--- src/rtl/rdw_pkg.sv ---
package rdw_pkg;
  localparam int STAT_LEN_W   = 12;
  localparam int STAT_SOF     = 14;
  localparam int STAT_EOF     = 15;
  localparam int STAT_TYPE    = 22;
  localparam int STAT_SLOT_LO = 23;
  localparam int NUM_SLOTS    = 4;
  localparam int STAT_BCAST   = 31;
  localparam int DESC_BYTES   = 8;

  typedef enum logic [2:0] {
    S_IDLE, S_FETCH, S_CHECK, S_DATA, S_WORD, S_STAT, S_OWN, S_DROP
  } rdwState_t;

  typedef struct packed {
    logic fetch;
    logic loadDesc;
    logic takeByte;
    logic writeWord;
    logic writeStat;
    logic writeOwn;
    logic frameStart;
    logic setOvr;
  } rdwStrobe_t;
endpackage

--- src/rtl/rdw_ctrl.sv ---
module rdw_ctrl
  import rdw_pkg::*;
(
  input  logic       clk,
  input  logic       rstN,
  input  logic       inValid,
  input  logic       inLast,
  input  logic       descOwned,
  input  logic       laneLast,
  input  logic       wordFinal,
  input  logic       frameDone,
  output logic       inReady,
  output rdwStrobe_t stb
);
  rdwState_t state, stateNext;

  always_ff @(posedge clk) begin
    if (!rstN) state <= S_IDLE;
    else       state <= stateNext;
  end

  always_comb begin
    stateNext = state;
    stb       = '0;
    inReady   = 1'b0;
    unique case (state)
      S_IDLE: begin
        if (inValid) begin
          stb.frameStart = 1'b1;
          stateNext      = S_FETCH;
        end
      end
      S_FETCH: begin
        stb.fetch = 1'b1;
        stateNext = S_CHECK;
      end
      S_CHECK: begin
        if (descOwned) begin
          stb.setOvr = 1'b1;
          stateNext  = S_DROP;
        end else begin
          stb.loadDesc = 1'b1;
          stateNext    = S_DATA;
        end
      end
      S_DATA: begin
        inReady = 1'b1;
        if (inValid) begin
          stb.takeByte = 1'b1;
          if (inLast || laneLast) stateNext = S_WORD;
        end
      end
      S_WORD: begin
        stb.writeWord = 1'b1;
        stateNext = (frameDone || wordFinal) ? S_STAT : S_DATA;
      end
      S_STAT: begin
        stb.writeStat = 1'b1;
        stateNext     = S_OWN;
      end
      S_OWN: begin
        stb.writeOwn = 1'b1;
        stateNext    = frameDone ? S_IDLE : S_FETCH;
      end
      S_DROP: begin
        inReady = 1'b1;
        if (inValid && inLast) stateNext = S_IDLE;
      end
      default: stateNext = S_IDLE;
    endcase
  end
endmodule

--- src/rtl/rdw_datapath.sv ---
module rdw_datapath
  import rdw_pkg::*;
#(
  parameter int BUF_BYTES = 128
)(
  input  logic        clk,
  input  logic        rstN,
  input  rdwStrobe_t  stb,
  input  logic        baseWe,
  input  logic [31:0] baseData,
  input  logic [7:0]  inData,
  input  logic        inLast,
  input  logic        inBcast,
  input  logic [NUM_SLOTS-1:0] inAddrHit,
  input  logic        inTypeHit,
  input  logic [31:0] memRdData,
  input  logic        ovrClr,
  output logic        memRdEn,
  output logic [31:0] memRdAddr,
  output logic        memWrEn,
  output logic [31:0] memWrAddr,
  output logic [31:0] memWrData,
  output logic        ovrFlag,
  output logic        descOwned,
  output logic        laneLast,
  output logic        wordFinal,
  output logic        frameDone
);
  localparam int WORDS = BUF_BYTES / 4;
  localparam int OFF_W = (WORDS > 1) ? $clog2(WORDS) : 1;

  logic [31:0]           ringBase, descPtr;
  logic [29:0]           bufHi;
  logic                  wrapBit;
  logic [31:0]           wordReg;
  logic [1:0]            lane;
  logic [OFF_W-1:0]      wordOff;
  logic [STAT_LEN_W-1:0] frameLen;
  logic                  sofPend;
  logic                  hitBcast, hitType;
  logic [NUM_SLOTS-1:0]  hitSlot, slotField;
  logic [31:0]           statWord, wordAddr;

  always_ff @(posedge clk) begin
    if (!rstN) begin
      ringBase  <= '0;
      descPtr   <= '0;
      bufHi     <= '0;
      wrapBit   <= 1'b0;
      wordReg   <= '0;
      lane      <= '0;
      wordOff   <= '0;
      frameLen  <= '0;
      sofPend   <= 1'b0;
      frameDone <= 1'b0;
      hitBcast  <= 1'b0;
      hitType   <= 1'b0;
      hitSlot   <= '0;
      ovrFlag   <= 1'b0;
    end else begin
      if (baseWe) begin
        ringBase <= {baseData[31:3], 3'b000};
        descPtr  <= {baseData[31:3], 3'b000};
      end else if (stb.writeOwn) begin
        descPtr <= wrapBit ? ringBase : descPtr + 32'(DESC_BYTES);
      end
      if (stb.loadDesc) begin
        bufHi   <= memRdData[31:2];
        wrapBit <= memRdData[1];
        wordReg <= '0;
        lane    <= '0;
        wordOff <= '0;
      end
      if (stb.frameStart) begin
        sofPend   <= 1'b1;
        frameDone <= 1'b0;
        frameLen  <= '0;
      end
      if (stb.takeByte) begin
        wordReg[{lane, 3'b000} +: 8] <= inData;
        lane     <= lane + 2'd1;
        frameLen <= frameLen + 1'b1;
        if (inLast) begin
          frameDone <= 1'b1;
          hitBcast  <= inBcast;
          hitType   <= inTypeHit;
          hitSlot   <= inAddrHit;
        end
      end
      if (stb.writeWord) begin
        wordReg <= '0;
        lane    <= '0;
        wordOff <= wordOff + 1'b1;
      end
      if (stb.writeStat) sofPend <= 1'b0;
      if (stb.setOvr)    ovrFlag <= 1'b1;
      else if (ovrClr)   ovrFlag <= 1'b0;
    end
  end

  // slot 1 sits in the highest bit of the slot field
  for (genvar k = 0; k < NUM_SLOTS; k++) begin : g_slot
    assign slotField[NUM_SLOTS-1-k] = hitSlot[k];
  end

  always_comb begin
    statWord           = '0;
    statWord[STAT_SOF] = sofPend;
    if (frameDone) begin
      statWord[STAT_EOF]                         = 1'b1;
      statWord[STAT_LEN_W-1:0]                   = frameLen;
      statWord[STAT_BCAST]                       = hitBcast;
      statWord[STAT_TYPE]                        = hitType;
      statWord[STAT_SLOT_LO +: NUM_SLOTS]        = slotField;
    end
  end

  assign wordAddr  = {bufHi, 2'b00} + (32'(wordOff) << 2);
  assign descOwned = memRdData[0];
  assign laneLast  = (lane == 2'd3);
  assign wordFinal = (wordOff == OFF_W'(WORDS - 1));
  assign memRdEn   = stb.fetch;
  assign memRdAddr = descPtr;

  always_comb begin
    memWrEn   = 1'b0;
    memWrAddr = '0;
    memWrData = '0;
    if (stb.writeWord) begin
      memWrEn   = 1'b1;
      memWrAddr = wordAddr;
      memWrData = wordReg;
    end else if (stb.writeStat) begin
      memWrEn   = 1'b1;
      memWrAddr = descPtr + 32'd4;
      memWrData = statWord;
    end else if (stb.writeOwn) begin
      memWrEn   = 1'b1;
      memWrAddr = descPtr;
      memWrData = {bufHi, wrapBit, 1'b1};
    end
  end
endmodule

--- src/rtl/rx_ring_writer.sv ---
module rx_ring_writer
  import rdw_pkg::*;
#(
  parameter int BUF_BYTES = 128
)(
  input  logic        clk,
  input  logic        rstN,
  input  logic        baseWe,
  input  logic [31:0] baseData,
  input  logic        inValid,
  input  logic [7:0]  inData,
  input  logic        inLast,
  input  logic        inBcast,
  input  logic [3:0]  inAddrHit,
  input  logic        inTypeHit,
  output logic        inReady,
  output logic        memRdEn,
  output logic [31:0] memRdAddr,
  input  logic [31:0] memRdData,
  output logic        memWrEn,
  output logic [31:0] memWrAddr,
  output logic [31:0] memWrData,
  input  logic        ovrClr,
  output logic        ovrFlag
);
  rdwStrobe_t stb;
  logic descOwned, laneLast, wordFinal, frameDone;

  rdw_ctrl u_ctrl (
    .clk(clk), .rstN(rstN), .inValid(inValid), .inLast(inLast),
    .descOwned(descOwned), .laneLast(laneLast), .wordFinal(wordFinal),
    .frameDone(frameDone), .inReady(inReady), .stb(stb)
  );

  rdw_datapath #(.BUF_BYTES(BUF_BYTES)) u_dp (
    .clk(clk), .rstN(rstN), .stb(stb), .baseWe(baseWe), .baseData(baseData),
    .inData(inData), .inLast(inLast), .inBcast(inBcast), .inAddrHit(inAddrHit),
    .inTypeHit(inTypeHit), .memRdData(memRdData), .ovrClr(ovrClr),
    .memRdEn(memRdEn), .memRdAddr(memRdAddr), .memWrEn(memWrEn),
    .memWrAddr(memWrAddr), .memWrData(memWrData), .ovrFlag(ovrFlag),
    .descOwned(descOwned), .laneLast(laneLast), .wordFinal(wordFinal),
    .frameDone(frameDone)
  );
endmodule

--- config.mk ---
export PLATFORM = sky130hd
export DESIGN_NAME = rx_ring_writer
export DESIGN_NICKNAME = d
export VERILOG_FILES = /design/src/rtl/rdw_pkg.sv /design/src/rtl/rdw_ctrl.sv /design/src/rtl/rdw_datapath.sv /design/src/rtl/rx_ring_writer.sv
export SDC_FILE = /design/constraint.sdc
export NUM_CORES = 1
export LEC_CHECK = 0
export CORE_UTILIZATION = 55
export DETAILED_ROUTE_END_ITERATION = 7
export PLACE_DENSITY = 0.84
export SLEW_MARGIN = 20
export SYNTH_ARGS = -nofsm -noshare
export SYNTH_HDL_FRONTEND = slang
export SYNTH_HIERARCHICAL = 1
export SYNTH_SLANG_ARGS = --single-unit
--- constraint.sdc ---
create_clock -name clk -period 5.38 [get_ports clk]
set_input_delay 1.076 -clock clk [delete_from_list [all_inputs] [get_ports clk]]
set_output_delay 1.076 -clock clk [all_outputs]
set_load 0.02 [all_outputs]
==> impl_metrics.toml <==
[hold_path]
whs_path_depth = 2
hp-class = "reg2reg"
worstHoldEndpoint = "u_dp/ringBase[31]$_SDFFE_PN0P_"
holdCritStartpoint = "u_dp/ringBase[31]$_SDFFE_PN0P_"

[pwr]
p_sw_frac = 0.289
pwr-share-comb = 0.162
p_total_w = 0.00291
pwr-share-clk = 0.398
intPower_w = 0.00207
p_seq_frac = 0.440
power_density_mw_per_mm2 = 246
ir_worst_vdd_mv = 0.238
p_leak_nw = 3.91
p_switching_w = 0.000840

[cells_and_area]
syn_to_final_growth_pct = 25.2
diodes = 0
fillers = 1358
finish.net_count = 1399
instances_no_fill = 1531
fin_util = 0.708
drive_above_1_share = 0.0564

[sta]
setup_viol = 0
whs_ns = 0.464
hold_violations = 0
skew_ns = 0.00753
max_freq_mhz = 206
final.setup.tns_ns = 0
final_max_slew_viol_count = 0
fin_crit_sh = 0.903
slew_headroom = 0.310
rsz0062_at_grt = "false"
tightest_slew_ns = 1.03
min_period_ns = 4.86

[outcome]
status = "complete, no violations"

[critical_path]
r2r_slack_ns = 2.74
crit_path_start_kind = "flop"
crit_chain = "inv_1 > nor3b_2 > buf_4 > nand4_1 > nor4_4 > nand3_1 > mux2_1 > mux2i_1 > clkdlybuf4s50_1"
crit_family = "simple AND/OR/NAND/NOR gates"
arrival_ns = 3.78
path_buf_inv = 3
reg2reg_from = "u_ctrl/state[2]$_SDFFE_PN0P_"
reg2reg_depth = 7
cpMaxStageDelayCell = "nor4_4"
cp-end-kind = "output port"
critPathMaxFanout = 17
max_stage_delay_ns = 0.73
criticalPathCategory = "reg2out"
r2r-end = "u_dp/memRdAddr[17]$_SDFFE_PN0P_"
required_ns = 4.30

[run]
maxCapViolations = 0

[placed_design]
hpwl_um = 19800
port_buffers = 180
dp_cells = 1499
gp_congestion = 0.956

[cts]
clock-sinks = 155
root_buffer = "clkbuf_16"
htreeDepth = 4
clock_path_buffers = 2
postCtsHoldBufs = 0
post_cts_resized = 0
post-cts-setup-buffers = 0
cts_tree = "built"
cts_inserted_buffers = 17
clock_latency_ns = 0.42
clkTransAtPathRegs_ns = 0.06

[global_routing]
grtUsageMet1 = 0.403
busiest_layer = "met2"
antenna_found_initial = 0
use_met2 = 0.513
met3_usage = 0.0467
grt_pass1_vias = 8627
grt_pass1_wl_um = 44100
grtUsageTotal = 0.311
gr-total-overflow = 0
grt_max_degree = 124

[yosys]
yosys_warnings = 6
synth_top_family_by_area = "simple AND/OR/NAND/NOR gates"
postSynthCellCount = 1181
synth_edf_count = 0
synth_flop_cell = "dfxtp_1"
synth-xor-area-share = 0.0445
synth-simple-area-share = 0.263
synth_mux_area_frac = 0.0977
synth_cell_type_count = 68
netlist_area_mm2 = 0.00945
avgSynthCellArea_um2 = 8.00
ys_seq_elements = 155
synth_fa_ha_area_frac = 0.0233
ys_seq_area_frac = 0.328
synthArstFlopShare = 0
synth_fp_nets = 1282
synth_compound_area_frac = 0.194

[route]
antenna_left = 0
drt_iter0_markers = 983
dr.pass1.iters = 7
routed_via_density = 6.09
via_count = 9330
drt_wl_total_um = 27800
drc = 0
wl_per_cell_um = 18.2

[floorplan]
die_area_mm2 = 0.0177
start_util = 0.566
die_w_um = 133
rows = 47
core_mm2 = 0.0167
die_height_um = 133
ios = 184
final cells by class:
type | count | area (um2) | area share
multi-input combinational | 911 | 5910 | 0.499
sequential | 155 | 3100 | 0.262
timing repair buffer | 195 | 1920 | 0.162
clock buffer | 20 | 447 | 0.0377
tap | 220 | 275 | 0.0233
clock inverter | 12 | 115 | 0.00973
inverter | 18 | 67.6 | 0.00571
metrics by stage:
| stage | worst slack [ns] | instance area [um2] |
|---|---|---|
| global placement | 1.04 | 11300 |
| floorplan | 1.69 | 9450 |
| global route | 0.304 | 11800 |
| finish | 0.521 | 11800 |
| CTS | 0.551 | 11800 |
| detailed placement | 1.01 | 11300 |
cell usage in the layout, fill, tap and decap left out, types with 4 or more instances in the layout:
cell | synthesis | layout
nand4_1 | 19 | 19
o221ai_1 | 4 | 4
a21boi_0 | 19 | 19
and3_1 | 9 | 9
a21o_1 | 6 | 6
nor3_2 | 5 | 6
buf_4 | 3 | 14
inv_1 | 18 | 18
a22oi_1 | 59 | 59
xor2_1 | 21 | 21
nor4_1 | 14 | 14
o21ai_1 | 14 | 14
nor2_1 | 74 | 73
nor2b_1 | 68 | 67
or3_1 | 4 | 4
ha_1 | 16 | 16
o22ai_1 | 4 | 4
xnor2_1 | 27 | 27
o21a_1 | 6 | 6
a22o_1 | 14 | 14
nand4b_1 | 4 | 4
o211ai_1 | 7 | 7
nor3_1 | 25 | 24
clkdlybuf4s50_1 | 0 | 178
nand3_1 | 36 | 36
nor3b_1 | 11 | 9
a21oi_1 | 52 | 52
o21ai_0 | 63 | 63
and4_1 | 9 | 9
nand2_1 | 161 | 161
dfxtp_1 | 155 | 155
and2_1 | 17 | 17
mux2i_1 | 81 | 81
mux2_1 | 10 | 10
a31oi_1 | 7 | 7
clkbuf_16 | 0 | 17
worst min-delay path: stages (launching register included):
cell and delay [ns]:
dfxtp_1 0.30, nand2_1 0.04, a21boi_0 0.07
power by group through the flow:
stage,logic (W),clock network [W],registers (W)
3_5_place_dp,0.000464,0,0.00130
4_1_cts,0.000467,0.00117,0.00128
6_report,0.000471,0.00116,0.00128
3_3_place_gp,0.000458,0,0.00130
5_1_grt,0.000505,0.00122,0.00129
2_1_floorplan,0.000296,0,0.00128
cell usage after synthesis, drive strengths merged, types with 2 or more instances:
cell | number | area share
buf | 21 | 0.012
mux2i | 81 | 0.086
nand3 | 36 | 0.019
a22oi | 59 | 0.047
o21a | 6 | 0.0048
and2 | 17 | 0.011
xor2 | 21 | 0.019
o22ai | 4 | 0.0026
or3 | 5 | 0.0038
o31a | 2 | 0.0019
a21boi | 20 | 0.016
o21ai | 78 | 0.042
clkbuf | 76 | 0.030
nor3b | 11 | 0.0087
xnor2 | 27 | 0.025
nand4 | 21 | 0.017
nor4b | 2 | 0.0032
a2bb2oi | 3 | 0.0028
inv | 18 | 0.0071
ha | 16 | 0.021
o221ai | 4 | 0.0037
o21ba | 2 | 0.0021
nand2b | 2 | 0.0013
dfxtp | 155 | 0.33
a21oi | 53 | 0.028
a31o | 2 | 0.0019
a31oi | 7 | 0.0046
nor3 | 30 | 0.019
o311a | 3 | 0.0032
nor2b | 68 | 0.045
o211ai | 7 | 0.0056
a41oi | 3 | 0.0028
a211oi | 2 | 0.0016
nor2 | 74 | 0.029
a22o | 14 | 0.013
or2 | 2 | 0.0013
nand2 | 161 | 0.064
and3 | 9 | 0.0060
and4 | 9 | 0.0083
mux2 | 10 | 0.012
nor4 | 19 | 0.019
or4 | 2 | 0.0020
a21o | 6 | 0.0048
nand4b | 4 | 0.0037
sequential cells by signal, indices dropped and copies added, names as in the netlist, 2 cells and up:
register,count
u_dp/memRdAddr,32
u_dp/wordReg,32
u_dp/bufHi,30
u_dp/ringBase,29
u_dp/frameLen,12
u_dp/wordOff,5
u_dp/hitSlot,4
u_ctrl/state,3
u_dp/lane,2
logic make-up (layout without fill, tap and decap cells):
family,after synthesis,in the layout
adders and majority gates,17,17
buffers and inverters,115,245
AOI/OAI and AO/OA,281,281
xor gates and xnor gates,48,48
and+or+nand+nor,474,474
muxes,91,91
DFF,155,155
layer usage:
metal  wire length (um)  share of wire
met1              11800           0.43
met2              13300           0.48
met3               1790          0.064
met4                829          0.030
met5                  0              0
worst max path at each step:
stage / startpoint / endpoint / slack, ns / cells after the start
after floorplan: u_ctrl/state[0]$_SDFFE_PN0P_ / memWrAddr[22] / 1.69 / 8
after global placement: u_ctrl/state[2]$_SDFFE_PN0P_ / memWrAddr[16] / 1.04 / 9
after detailed placement: u_ctrl/state[2]$_SDFFE_PN0P_ / memWrAddr[16] / 1.01 / 9
after CTS: u_ctrl/state[2]$_SDFFE_PN0P_ / memWrAddr[16] / 0.55 / 9
after global routing: u_ctrl/state[2]$_SDFFE_PN0P_ / memWrAddr[29] / 0.30 / 9
final: u_ctrl/state[2]$_SDFFE_PN0P_ / memWrAddr[16] / 0.52 / 9
Power figures use the tool's default switching activity.
